--- src/rtl/xq_pkg.sv ---
package xq_pkg;
  localparam int REG_W = 5;
  typedef logic [REG_W-1:0] regidx_t;
  localparam regidx_t QUEUE_REG = regidx_t'(31);
endpackage

--- src/rtl/xq_srcmatch.sv ---
module xq_srcmatch #(
  parameter int NSRC = 2
) (
  input  logic [NSRC*xq_pkg::REG_W-1:0] srcs,
  output logic                          hit
);
  logic [NSRC-1:0] each;
  for (genvar g = 0; g < NSRC; g++) begin : g_src
    assign each[g] = (srcs[g*xq_pkg::REG_W +: xq_pkg::REG_W] == xq_pkg::QUEUE_REG);
  end
  assign hit = |each;
endmodule

--- src/rtl/xq_fifo.sv ---
module xq_fifo #(
  parameter int W     = 32,
  parameter int DEPTH = 8,
  localparam int PW   = (DEPTH > 1) ? $clog2(DEPTH) : 1,
  localparam int CW   = $clog2(DEPTH + 1)
) (
  input  logic          clk,
  input  logic          rst,
  input  logic          push,
  input  logic          pop,
  input  logic [W-1:0]  din,
  output logic [W-1:0]  dout,
  output logic          full,
  output logic          empty,
  output logic [CW-1:0] count
);
  logic [W-1:0]  mem [DEPTH];
  logic [PW-1:0] wr_ptr, rd_ptr;

  function automatic logic [PW-1:0] bump(input logic [PW-1:0] p);
    return (p == PW'(DEPTH - 1)) ? '0 : p + 1'b1;
  endfunction

  always_ff @(posedge clk) begin
    if (push) mem[wr_ptr] <= din;
  end

  always_ff @(posedge clk) begin
    if (rst) begin
      wr_ptr <= '0;
      rd_ptr <= '0;
      count  <= '0;
    end else begin
      if (push) wr_ptr <= bump(wr_ptr);
      if (pop)  rd_ptr <= bump(rd_ptr);
      if (push && !pop)      count <= count + 1'b1;
      else if (pop && !push) count <= count - 1'b1;
    end
  end

  assign dout  = mem[rd_ptr];
  assign full  = (count == CW'(DEPTH));
  assign empty = (count == '0);
endmodule

--- src/rtl/xpipe_queue_pair.sv ---
module xpipe_queue_pair #(
  parameter int DEPTH = 8,
  parameter int IW    = 32,
  parameter int FW    = 64,
  localparam int CW   = $clog2(DEPTH + 1)
) (
  input  logic                     clk,
  input  logic                     rst,
  input  logic                     cfg_wr_en,
  input  logic                     cfg_wr_val,
  output logic                     cfg_en,
  input  logic                     i_wb_valid,
  input  logic [xq_pkg::REG_W-1:0] i_wb_rd,
  input  logic [IW-1:0]            i_wb_data,
  output logic                     i_wb_stall,
  output logic                     i_rf_we,
  input  logic                     i_dec_valid,
  input  logic [xq_pkg::REG_W-1:0] i_dec_rs1,
  input  logic [xq_pkg::REG_W-1:0] i_dec_rs2,
  output logic                     i_dec_stall,
  output logic [FW-1:0]            i_dec_data,
  input  logic                     f_wb_valid,
  input  logic [xq_pkg::REG_W-1:0] f_wb_rd,
  input  logic [FW-1:0]            f_wb_data,
  output logic                     f_wb_stall,
  output logic                     f_rf_we,
  input  logic                     f_dec_valid,
  input  logic [xq_pkg::REG_W-1:0] f_dec_rs1,
  input  logic [xq_pkg::REG_W-1:0] f_dec_rs2,
  input  logic [xq_pkg::REG_W-1:0] f_dec_rs3,
  output logic                     f_dec_stall,
  output logic [IW-1:0]            f_dec_data,
  output logic                     drained
);
  import xq_pkg::*;

  logic en_q;
  always_ff @(posedge clk) begin
    if (rst)            en_q <= 1'b0;
    else if (cfg_wr_en) en_q <= cfg_wr_val;
  end
  assign cfg_en = en_q;

  logic i_hit, f_hit;
  xq_srcmatch #(.NSRC(2)) u_imatch (.srcs({i_dec_rs2, i_dec_rs1}), .hit(i_hit));
  xq_srcmatch #(.NSRC(3)) u_fmatch (.srcs({f_dec_rs3, f_dec_rs2, f_dec_rs1}), .hit(f_hit));

  logic i_push_req, f_push_req, i_pop_req, f_pop_req;
  assign i_push_req = en_q && i_wb_valid && (i_wb_rd == QUEUE_REG);
  assign f_push_req = en_q && f_wb_valid && (f_wb_rd == QUEUE_REG);
  assign i_pop_req  = en_q && i_dec_valid && i_hit;
  assign f_pop_req  = en_q && f_dec_valid && f_hit;

  logic          i2f_push, i2f_pop, i2f_full, i2f_empty;
  logic          f2i_push, f2i_pop, f2i_full, f2i_empty;
  logic [CW-1:0] i2f_count, f2i_count;

  assign i2f_pop  = f_pop_req && !i2f_empty;
  assign i2f_push = i_push_req && (!i2f_full || i2f_pop);
  assign f2i_pop  = i_pop_req && !f2i_empty;
  assign f2i_push = f_push_req && (!f2i_full || f2i_pop);

  xq_fifo #(.W(IW), .DEPTH(DEPTH)) u_i2f (
    .clk(clk), .rst(rst), .push(i2f_push), .pop(i2f_pop), .din(i_wb_data),
    .dout(f_dec_data), .full(i2f_full), .empty(i2f_empty), .count(i2f_count)
  );

  xq_fifo #(.W(FW), .DEPTH(DEPTH)) u_f2i (
    .clk(clk), .rst(rst), .push(f2i_push), .pop(f2i_pop), .din(f_wb_data),
    .dout(i_dec_data), .full(f2i_full), .empty(f2i_empty), .count(f2i_count)
  );

  assign i_wb_stall  = i_push_req && !i2f_push;
  assign f_wb_stall  = f_push_req && !f2i_push;
  assign i_dec_stall = i_pop_req && !f2i_pop;
  assign f_dec_stall = f_pop_req && !i2f_pop;
  assign i_rf_we     = i_wb_valid && !i_push_req;
  assign f_rf_we     = f_wb_valid && !f_push_req;
  assign drained     = i2f_empty && f2i_empty;
endmodule

--- config.mk ---
export PLATFORM = sky130hd
export DESIGN_NAME = xpipe_queue_pair
export DESIGN_NICKNAME = d
export VERILOG_FILES = /design/src/rtl/xq_pkg.sv /design/src/rtl/xq_srcmatch.sv /design/src/rtl/xq_fifo.sv /design/src/rtl/xpipe_queue_pair.sv
export SDC_FILE = /design/constraint.sdc
export NUM_CORES = 1
export LEC_CHECK = 0
export BUFFER_PORTS_ARGS = -buffer_cell sky130_fd_sc_hd__buf_2
export CAP_MARGIN = 20
export CORE_AREA = 2 2 299 301
export DETAILED_ROUTE_END_ITERATION = 6
export DIE_AREA = 0 0 301 303
export PLACE_DENSITY = 0.55
export SYNTH_ARGS = -nofsm -noshare
export SYNTH_HDL_FRONTEND = slang
export SYNTH_HIERARCHICAL = 1
export SYNTH_SLANG_ARGS = --single-unit
--- constraint.sdc ---
create_clock -name clk -period 7.65 [get_ports clk]
set_clock_uncertainty 0.05 [all_clocks]
set_input_delay 1.53 -clock clk [delete_from_list [all_inputs] [get_ports clk]]
set_output_delay 1.53 -clock clk [all_outputs]
set_load 0.05 [all_outputs]
### After elaboration in Yosys (flattened, before gate mapping)

Memories as Yosys holds them, arrays and structs flattened. A register that Yosys moved wholly into a read port is not among the register bits.
Index checks and enable logic that the tools add are counted.
W data, S select, Z words.

| operators by class | value |
|---|---|
| $add $sub $neg | 8 |
| eq/ne operators | 13 |
| multiplexer cells | 16 |
| reduce and logical (&&, ||, !) cells | 41 |

Operator list:

| kind | count |
|---|---|
| $eq A5 B5 Y1 const B | 7 |
| $mux W3 | 8 |
| $logic_and A1 B1 Y1 | 23 |
| $mux W4 | 4 |
| $add A3 B1 Y3 const B | 4 |
| $eq A3 B3 Y1 const B | 4 |
| $logic_not A1 Y1 | 10 |
| $add A4 B1 Y4 const B | 2 |
| $eq A4 B4 Y1 const B | 2 |
| $logic_not A4 Y1 | 2 |
| $sub A4 B1 Y4 const B | 2 |
| $mux W1 | 4 |
| $reduce_bool A2 Y1 | 2 |
| $reduce_or A3 Y1 | 1 |
| $logic_or A1 B1 Y1 | 2 |
| $reduce_or A2 Y1 | 1 |

| storage, ports and cells | value |
|---|---|
| register bits after elaboration | 21 |
| memory bits (writable) | 768 |
| input port bits | 139 |
| output and inout bits | 104 |
| memories | 2 |

Memory list:

| memory | depth | bits a word | read ports | clocked after Yosys merged registers in | write ports | line | text |
|---|---|---|---|---|---|---|---|
| u_f2i.mem | 8 | 64 | 1 | 1 | 1 | xq_fifo.sv:17 | `logic [W-1:0] mem [DEPTH];` |
| u_i2f.mem | 8 | 32 | 1 | 1 | 1 | xq_fifo.sv:17 |  |

### Longest topological paths before layout

Gate-level depths: netlist of run 1.

| depth | value |
|---|---|
| word-level depth | 10 |
| gate-level depth with buffers | 13 |
| depth with buffers taken out | 13 |

### Cells and area by module

Netlist of run 1, hierarchy kept.

By module, submodules not included:

| module | times used | cells an instance | area an instance (um^2) |
|---|---|---|---|
| xq_fifo at u_f2i | 1 | 814 | 19,850.3 |
| xq_fifo at u_i2f | 1 | 445 | 10,410.0 |
| xpipe_queue_pair | 1 | 22 | 175.2 |
| xq_srcmatch at u_fmatch | 1 | 7 | 38.8 |
| xq_srcmatch at u_imatch | 1 | 5 | 31.3 |

### Least setup slack after synthesis of run 1

No wires, ideal clock.

| timing path | value |
|---|---|
| path kind | input-to-reg |
| start point | input i_dec_rs1[3] (netlist bit) |
| end point | memory u_f2i/mem[0][0] (netlist bit), enable pin |
| setup time | 0.565 ns |
| arrival time | 7.039 ns |
| data required time | 7.035 ns |
| slack | -0.004 ns |
| stages | 6 |
| cells stage by stage | nand4_1 -> o22ai_2 -> nand4b_1 -> a211oi_1 -> nand2b_1 -> nor3_1 |

| between the ends | value |
|---|---|
| word-level cells in the longest chain between the ends | 8 |

RTL lines:

| item | line | text |
|---|---|---|
| from (decl) | xpipe_queue_pair.sv:18 | `input logic [xq_pkg::REG_W-1:0] i_dec_rs1,` |
| $eq A5 B5 Y1 | xq_srcmatch.sv:9 | `assign each[g] = (srcs[g*xq_pkg::REG_W +: xq_pkg::REG_W] == xq_pkg::QUEUE_REG);` |
| $reduce_or A2 Y1 | xq_srcmatch.sv:11 | `assign hit = \|each;` |
| named net i_hit | xpipe_queue_pair.sv:44 | `logic i_hit, f_hit;` |
| $logic_and A1 B1 Y1 | xpipe_queue_pair.sv:51 | `assign i_pop_req = en_q && i_dec_valid && i_hit;` |
| $logic_and A1 B1 Y1 | xpipe_queue_pair.sv:60 | `assign f2i_pop = i_pop_req && !f2i_empty;` |
| $logic_or A1 B1 Y1 | xpipe_queue_pair.sv:61 | `assign f2i_push = f_push_req && (!f2i_full \|\| f2i_pop);` |
| $logic_and A1 B1 Y1 | xpipe_queue_pair.sv:61 |  |
| named net f2i_push | xpipe_queue_pair.sv:55 | `logic f2i_push, f2i_pop, f2i_full, f2i_empty;` |
| $mux W1 | xq_fifo.sv:25 | `if (push) mem[wr_ptr] <= din;` |
| $mux W1 (implied by the code) | xq_fifo.sv:25 |  |
| to (decl) | xq_fifo.sv:17 |  |

The timed path passes the listed nets, and every way through them passes these cells.

==> flow_metrics.tcl, run 1 <==
set metrics [dict create \
    status "finished, final reports clean" \
    worst_hold_startpoint "u_f2i/rd_ptr[2]$_SDFFE_PP0P_" \
    ys_seq_area_frac 0.7737 \
    finalHoldViolCount 0 \
    cts_tree "yes" \
    leakagePower_uw 0.01151 \
    synth_nets 1448 \
    critPathCaptureType "output port" \
    p_per_area_nw_per_um2 248.2 \
    postCtsSetupBuffers 0 \
    min_delay_path_depth 2 \
    synth_compound_area_frac 0.004266 \
    yosys_register_bits 795 \
    slowest_stage "dfxtp_4" \
    setup_slack_ns 2.853 \
    cp-start-kind "flip-flop" \
    worst_ep_arrival_time_ns 3.22 \
    initial_core_util 0.3468 \
    r2r_cells 7 \
    r2r_setup_slack_ns 4.28 \
    synth_adder_area_share 0.007055 \
    postRouteAntennaNets 0 \
    cap_violations 0 \
    rsz0062_at_grt "no" \
    ir_drop_mv 0.1743 \
    min_period_ns 4.797 \
    synth_top_cell_by_area "edfxtp_1" \
    crit_chain "buf_4 > mux4_1 > mux2_2 > buf_2" \
    critical_path_buf_inv_count 2 \
    grt_util_all_layers 0.1388 \
    synthCells 1293 \
    grt-ovfl-total 0 \
    avgViaCountPerCell 4.916 \
    slew_headroom 0.3586 \
    dieArea_um2 91200 \
    synthDistinctLibCells 35 \
    slew_violations 0 \
    coreArea_um2 87970 \
    finalWirelength_um 63360 \
    dp_cells 2674 \
    yosys_warnings 6 \
    synthXorXnorAreaFrac 0.001148 \
    num_io_pins 243 \
    yosys.area_share.simple 0.01538 \
    critPathTopFamily "multiplexers" \
    vias 13930 \
    synth_edf_count 768 \
    stdcell_area_um2 36230 \
    gp_congestion 0.7176 \
    hp-class "flip-flop to flip-flop" \
    ctsHtreeMaxLevel 3 \
    synthTopCellsByArea "edfxtp_1 76%, mux4_2 11%, mux2_2 3.6%" \
    rows 109 \
    synth_top_area_frac 0.7560 \
    dpl_cell_area_um2 33360 \
    dp_hpwl_um 36030 \
    nets 1754 \
    grt_max_degree 65 \
    synth_top_family_by_area "multiplexers" \
    fin_cells 2834 \
    drive_gt1_frac 0.4006 \
    synthArstFlopShare 0 \
    fp.dieW_um 301 \
    slowest_delay_ns 0.71 \
    wire_per_inst_um 22.36 \
    die_y_um 303 \
    fmax_mhz 208.4 \
    cp_max_fo 35 \
    synthMuxAreaShare 0.1851 \
    synth_area_um2 30510 \
    cts_resized 0 \
    grt_pass1_wl_um 94410 \
    drt_iter0_drc 835 \
    fillCellCount 7734 \
    io_buffers 242 \
    antenna_found_initial 15 \
    tns_ns 0 \
    cts_buffers 88 \
    placement.setup.worst_slack_ns 2.960 \
    syn2layout_area_growth_pct 18.78 \
    ctsHoldBuffers 0 \
    firstDrtPassIters 4 \
    fin_crit_sh 0.6271 \
    fin_hold_ws_ns 0.4810 \
    clock_sink_count 795 \
    worstReg2RegEnd "u_f2i/mem[6][28]$_DFFE_PP_" \
    crit_required_ns 6.07 \
    ys.flop_type "edfxtp_1" \
    clock-root-buffer "clkbuf_16" \
    clkLatencyLatePin_ns 0.62 \
    finalSetupViolations 0 \
    r2r-start "u_f2i/count[0]$_SDFFE_PP0P_" \
    detail_route.drc_violations 0 \
    grt_pass1_vias 15100 \
    worstMarginPinSlew_ns 0.9621 \
    path_class "flip-flop to output port" \
    layout_commonest_cell "edfxtp_1" \
    cts.path.max_buffers 3 \
    syn_avg_cell_area_um2 23.59 \
    most-common-layout-cells "768 x edfxtp_1, 242 x buf_2, 152 x mux4_2" \
    clk_pin_slew_ns 0.06 \
]
## Yosys cell counts (2+ instances only)
| cell type | instances |
|---|---|
| a211oi_1 | 4 |
| a21oi_1 | 12 |
| a31oi_1 | 2 |
| and3_1 | 3 |
| and4_2 | 2 |
| buf_1 | 13 |
| buf_2 | 9 |
| buf_4 | 3 |
| buf_6 | 18 |
| clkbuf_1 | 14 |
| dfxtp_1 | 27 |
| edfxtp_1 | 768 |
| fa_1 | 2 |
| ha_1 | 14 |
| inv_1 | 9 |
| mux2_2 | 98 |
| mux2i_1 | 7 |
| mux4_1 | 40 |
| mux4_2 | 152 |
| nand2_1 | 11 |
| nand2b_1 | 6 |
| nand3_1 | 9 |
| nand4_1 | 3 |
| nand4b_1 | 2 |
| nor2_1 | 43 |
| nor2b_1 | 2 |
| nor3_1 | 6 |
| nor4_1 | 2 |
| nor4b_1 | 2 |
| nor4b_2 | 2 |
| o21a_1 | 2 |
| xnor2_1 | 2 |
| xor2_1 | 2 |
## worst reg2reg max path: cells and delay by family (launching register included)
kind            cells  cell delay [ns]
compound gates      1             0.29
buf+inv             2             0.99
simple gates        4             1.15
flops               1             0.45
## metal layers
layer  part of all wire  global-route usage  routed length [um]
met5             0.0021                   0                 130
met4              0.020             0.04027                1265
met3              0.066             0.04275                4190
met2               0.50              0.2313               31500
met1               0.41              0.1752               26270
## metrics by stage
step           total power (uW)    util
4_1_cts                    9111  0.4118
5_1_grt                    9282  0.4118
3_5_place_dp               4961  0.3792
2_1_floorplan              4879       -
6_report                   8995  0.4119
3_3_place_gp               4954  0.3773
## logic make-up after synthesis
logic type / count (synthesis)
AOI/OAI and AO/OA: 21
buffers and inverters: 66
muxes: 297
DFF: 795
and+or+nand+nor: 94
xor gates and xnor gates: 4
adders and majority gates: 16
## flip-flops by register name, indices dropped and copies added (netlist names), named ones only
register,count
u_f2i/rd_ptr,3
u_f2i/count,4
u_i2f/mem,256
u_f2i/wr_ptr,3
u_i2f/rd_ptr,3
u_f2i/mem,512
cfg_en,1
u_i2f/count,4
u_i2f/wr_ptr,3
## worst max path at each step
stage                  from                    endpoint  slack [ns]  depth (start not counted)
2_1_floorplan  i_dec_rs1[3]   u_f2i/mem[1][0]$_DFFE_PP_        0.02                          6
6_report          flip-flop              f_dec_data[27]        2.85                          4
3_5_place_dp   i_dec_rs1[3]  u_f2i/mem[6][19]$_DFFE_PP_        2.96                          9
3_3_place_gp   i_dec_rs2[2]  u_f2i/mem[6][21]$_DFFE_PP_        2.99                          9
5_1_grt           flip-flop              i_dec_data[15]        2.67                          4
4_1_cts           flip-flop              f_dec_data[27]        2.73                          4
## report_power, final
group          leakage (uW)  internal, uW  switching [uW]
sequential          0.00712          4770           0.968
clock               0.00138          2440            1690
combinational       0.00301          30.7            67.8
total                0.0115          7240            1760
## cell type report
type,count,area [um2],area share
inverter,9,33.78,0.0009323
clock inverter,48,586.8,0.01619
multi-input combinational,432,6614,0.1825
antenna,4,10.01,0.0002762
timing repair buffer,273,1637,0.04517
clock buffer,108,2277,0.06285
tap,1165,1458,0.04023
sequential,795,23620,0.6518
Note: power is estimated with default switching activity, not from simulation.
==> inputs of run 2 (changes only) <==
- PLACE_DENSITY: 0.55 -> 0.53
- clock period: 7.65 -> 4.8 ns (I/O delays scaled with it)
==> run 2 against run 1 <==
Setup slack worse by 1.9 ns. Clock power up 62%. First-iteration DRC count up 1.9%. Sequential share of layout area down 0.21 points. Sequential power up 59%. Combinational power up 61%. Hold slack better by 0.015 ns. Cell area up 0.33%. Critical path depth unchanged. Register-to-register slack worse by 2.9 ns. Non-clock buffer count up 7.
==> flow_metrics.tcl, run 2 (synthesis gave the netlist of run 1 again) <==
set metrics [dict create \
    firstDrtPassIters 4 \
    grt_util_all_layers 0.1431 \
    ir_drop_mv 0.3077 \
    vias 14050 \
    p_int_uw 11650 \
    met2WireLength_um 33230 \
    layout_commonest_cell "edfxtp_1" \
    critPathCaptureType "output port" \
    finalSetupViolations 0 \
    cts_tree "yes" \
    crit_required_ns 3.79 \
    routed.top_layer "met5" \
    tns_ns 0 \
    rsz0062_at_grt "no" \
    clk_pin_slew_ns 0.06 \
    ctsHoldBuffers 0 \
    r2r_setup_slack_ns 1.43 \
    clock-root-buffer "clkbuf_16" \
    largest_register_ffs 512 \
    clock_sink_count 795 \
    slowest_stage "dfxtp_4" \
    cp-start-kind "flip-flop" \
    rows 109 \
    worstMarginPinSlew_ns 1.008 \
    finalWirelength_um 65070 \
    die_y_um 303 \
    grt_max_degree 63 \
    postCtsSetupBuffers 0 \
    p_sw_frac 0.1938 \
    gp_congestion 0.7120 \
    drt_iter0_drc 851 \
    slew_violations 0 \
    cap_violations 0 \
    avgViaCountPerCell 4.947 \
    critical_path_buf_inv_count 2 \
    antenna_found_initial 13 \
    fin_crit_sh 0.7997 \
    leakagePower_uw 0.01155 \
    detail_route.drc_violations 0 \
    status "finished, final reports clean" \
    worst_ep_arrival_time_ns 2.83 \
    stdcell_area_um2 36360 \
    nets 1760 \
    critPathTopFamily "flip-flops" \
    routedLengthMet1_um 26610 \
    path_class "flip-flop to output port" \
    cts.path.max_buffers 3 \
    postRouteAntennaNets 0 \
    dpl_cell_area_um2 33430 \
    grt-ovfl-total 0 \
    initial_core_util 0.3468 \
    coreArea_um2 87970 \
    num_io_pins 243 \
    syn2layout_area_growth_pct 19.18 \
    wire_per_inst_um 22.90 \
    grt_pass1_vias 15310 \
    slowest_delay_ns 0.73 \
    dp_hpwl_um 37330 \
    cts_resized 0 \
    clockPowerShare 0.463 \
    ctsHtreeMaxLevel 3 \
    slew_headroom 0.3241 \
    cts_buffers 87 \
    wl_met3_um 3611 \
    grt_pass1_wl_um 96760 \
    min_period_ns 3.838 \
    hp-class "flip-flop to flip-flop" \
    p_comb_frac 0.011 \
    clkLatencyLatePin_ns 0.61 \
    cp_max_fo 36 \
    p_per_area_nw_per_um2 397.6 \
    dieArea_um2 91200 \
    largest_registers "u_f2i/mem x512, u_i2f/mem x256" \
    fmax_mhz 260.5 \
    finalHoldViolCount 0 \
    drive_gt1_frac 0.4054 \
    io_buffers 242 \
    most-common-layout-cells "768 x edfxtp_1, 242 x buf_2, 152 x mux4_2" \
    p_switching_uw 2801 \
    p_seq_frac 0.526 \
    crit_chain "buf_4 > mux4_2 > mux2_2 > buf_2" \
    top_register "u_f2i/mem" \
    fp.dieW_um 301 \
    power_uw 14460 \
]
[run 2: path summary, 6_finish.rpt]
check / end / from / depth (start not counted)
min reg2reg: flip-flop / u_f2i/rd_ptr[2]$_SDFFE_PP0P_ / 2
min: flip-flop / u_f2i/rd_ptr[2]$_SDFFE_PP0P_ / 2
max: i_dec_data[26] / flip-flop / 4
max reg2reg: u_i2f/mem[3][12]$_DFFE_PP_ / u_i2f/count[0]$_SDFFE_PP0P_ / 6
[run 2: per-layer routing]
metal  vias up  global-route usage
met1      7464              0.1763
met2       305              0.2483
met3       123             0.03731
met4        20             0.04134
met5         -                   0
li1       6142                   -
[run 2: cell type report]
| cell class | instances | area (um2) |
|---|---|---|
| Multi-Input combinational cell | 432 | 6633 |
| Fill cell | 7735 | 51610 |
| Inverter | 9 | 33.78 |
| Antenna cell | 1 | 2.502 |
| Sequential cell | 795 | 23620 |
| Clock buffer | 110 | 2295 |
| Tap cell | 1165 | 1458 |
| Timing Repair Buffer | 280 | 1684 |
| Clock inverter | 49 | 630.6 |
[run 2: worst reg2reg max path: stages, from the launching register on]
cell and delay [ns]:
dfxtp_1 0.43, nor4_1 0.13, nand4b_1 0.21, a211oi_1 0.87
nand2_1 0.46, nor2_4 0.62, buf_12 0.28
[run 2: power by group through the flow]
stage	combinational (uW)	clock, uW	sequential, uW
3_3_place_gp	153	0	7750
2_1_floorplan	21.4	0	7750
4_1_cts	163	6900	7600
6_report	159	6700	7600
5_1_grt	180	7150	7600
3_5_place_dp	162	0	7750
[run 2: per-stage QoR]
step                setup slack [ns]  utilization  std cells  hold slack (ns)
floorplan                    -0.5580            -       1293           0.4357
global placement              0.6539       0.3800       2681           0.4617
detailed placement            0.6396       0.3800       2681           0.4818
CTS                           0.8237       0.4133       2840           0.4826
global route                  0.7683       0.4133       2840           0.5116
finish                        0.9615       0.4133       2841           0.4964
==> inputs of run 3 (changes only) <==
- PLACE_DENSITY: 0.53 -> 0.55
- clock period: 4.8 -> 3.3 ns (I/O delays scaled with it)
==> run 3 against run 2 <==
Critical path depth increased by 1. Sequential cell count unchanged. Combinational power increased by 45%. Largest cell class unchanged. Highest routed layer unchanged. Total power increased by 40%. Non-clock buffer count increased by 20. Critical path type unchanged. Sequential power increased by 46%. Register-to-register slack got worse by 0.98 ns. Cell area increased by 0.49%. Clock power increased by 33%. Setup slack got worse by 0.84 ns. Critical endpoint is now i_dec_data[23]. Largest power group unchanged. Cell count increased by 0.28%.
==> flow_metrics.tcl, run 3 (synthesis gave the netlist of run 1 again) <==
set metrics [dict create \
    dp_cells 2692 \
    fin_cells 2849 \
    worstReg2RegEnd "u_f2i/count[3]$_SDFFE_PP0P_" \
    ctsHtreeMaxLevel 3 \
    crit_required_ns 2.59 \
    crit_chain "buf_12 > buf_12 > mux4_2 > mux2_2 > buf_2" \
    min_period_ns 3.181 \
    cp_common_cell "buf_12" \
    r2r_cells 12 \
    coreArea_um2 87970 \
    met2WireLength_um 33270 \
    firstDrtPassIters 5 \
    cp_max_fo 18 \
    finalSetupViolations 0 \
    ir_drop_mv 0.5319 \
    grt_max_degree 65 \
    grt_pass1_vias 15200 \
    io_buffers 242 \
    grt_util_all_layers 0.1411 \
    p_sw_frac 0.1995 \
    most-common-layout-cells "768 x edfxtp_1, 242 x buf_2, 152 x mux4_2" \
    top_register "u_f2i/mem" \
    fmax_mhz 314.4 \
    min_to "u_f2i/mem[3][44]$_DFFE_PP_" \
    slowest_stage "mux4_2" \
    wl_met3_um 4058 \
    antenna_found_initial 14 \
    slew_violations 0 \
    fin_crit_sh 0.9639 \
    p_comb_frac 0.011 \
    cts.path.max_buffers 3 \
    grt_pass1_wl_um 95510 \
    r2r-start "u_f2i/count[0]$_SDFFE_PP0P_" \
    p_int_uw 16160 \
    r2r_setup_slack_ns 0.45 \
    critPathCaptureType "output port" \
    worst_hold_startpoint "f_wb_data[44]" \
    rows 109 \
    slowest_delay_ns 0.51 \
    drt_iter0_drc 731 \
    postRouteAntennaNets 0 \
    initial_core_util 0.3468 \
    finish.utilization 0.4153 \
    p_switching_uw 4027 \
    syn2layout_area_growth_pct 19.77 \
    detail_route.drc_violations 0 \
    clockPowerShare 0.441 \
    status "finished, final reports clean" \
    postCtsSetupBuffers 9 \
    finalWirelength_um 64080 \
    clock-root-buffer "clkbuf_16" \
    cts_buffers 88 \
    dp_hpwl_um 36190 \
    clkLatencyLatePin_ns 0.65 \
    tns_ns 0 \
    cap_violations 0 \
    worst_ep_arrival_time_ns 2.47 \
    nets 1781 \
    clock_sink_count 795 \
    cp-start-kind "flip-flop" \
    largest_registers "u_f2i/mem x512, u_i2f/mem x256" \
    num_io_pins 243 \
    ctsHoldBuffers 0 \
    fp.dieW_um 301 \
    vias 14070 \
    finalHoldViolCount 0 \
    p_per_area_nw_per_um2 552.5 \
    wire_per_inst_um 22.49 \
    cts_tree "yes" \
    die_y_um 303 \
    grt-ovfl-total 0 \
    avgViaCountPerCell 4.939 \
    routed.top_layer "met5" \
    slew_headroom 0.6674 \
    min_delay_path_depth 1 \
    path_class "flip-flop to output port" \
    cts_resized 0 \
    dieArea_um2 91200 \
    worstMarginPinSlew_ns 0.4988 \
    hp-class "input port to flip-flop" \
    clk_pin_slew_ns 0.06 \
    p_seq_frac 0.548 \
    drive_gt1_frac 0.4135 \
    leakagePower_uw 0.01162 \
    layout_commonest_cell "edfxtp_1" \
    routedLengthMet1_um 25190 \
    gp_congestion 0.7072 \
    rsz0062_at_grt "no" \
    largest_register_ffs 512 \
]
## run 3: changes by cell type in the layout (fill, tap and decap cells not counted), moves of 2 or more
cell        change
buf_12         +22
buf_4           -2
bufinv_16      -10
clkbuf_1        -5
clkinv_1        +2
clkinv_2        +2
clkinvlp_4      -2
nand2_1         -2
## run 3: power groups by stage
| stage | Sequential, uW | Combinational [uW] | Clock (uW) |
|---|---|---|---|
| 6_report | 11100 | 230 | 8900 |
| 5_1_grt | 11100 | 260 | 9540 |
| 4_1_cts | 11100 | 235 | 9190 |
| 3_5_place_dp | 11300 | 234 | 0 |
| 3_3_place_gp | 11300 | 214 | 0 |
| 2_1_floorplan | 11300 | 32.0 | 0 |
## run 3: worst max-delay path by stage
stage | from | to | slack (ns) | depth (start not counted)
after global routing | flip-flop | f_dec_data[28] | 0.004 | 4
after detailed placement | f_dec_rs2[2] | u_i2f/count[3]$_SDFFE_PP0P_ | 0.08 | 13
after floorplan | f_dec_rs2[2] | u_i2f/mem[2][0]$_DFFE_PP_ | -0.42 | 7
final | flip-flop | i_dec_data[23] | 0.12 | 5
after CTS | flip-flop | i_dec_data[14] | 0.05 | 5
after global placement | f_dec_rs2[2] | u_i2f/count[3]$_SDFFE_PP0P_ | 0.22 | 13
## run 3: stage by stage
step / instance area [um2] / setup slack (ns) / hold slack [ns] / power, uW
floorplan: 30620 / -0.4216 / 0.4357 / 11310
global placement: 33780 / 0.2182 / 0.4638 / 11480
detailed placement: 33780 / 0.08030 / 0.4696 / 11500
CTS: 36530 / 0.04581 / 0.1649 / 20480
global route: 36530 / 0.003741 / 0.1972 / 20850
finish: 36540 / 0.1192 / 0.2090 / 20190
## run 3: routing by layer
metal | up-vias | GRT usage
met5 | - | 0
met4 | 24 | 0.04134
met3 | 115 | 0.04347
met2 | 285 | 0.2502
met1 | 7489 | 0.1644
li1 | 6157 | -
## run 3: cell type report
type / instances / area, um2
clock inverter: 42 / 355.3
tap: 1165 / 1458
inverter: 9 / 33.78
antenna: 1 / 2.502
clock buffer: 105 / 2287
sequential: 795 / 23620
multi-input combinational: 432 / 6668
timing repair buffer: 300 / 2110
fill: 7736 / 51430
## run 3: critical path: cells and delay by family (launching register included)
family / cells / cell delay [ns]
flip-flops: 1 / 0.41
buffers and inverters: 3 / 0.58
multiplexers: 2 / 0.82
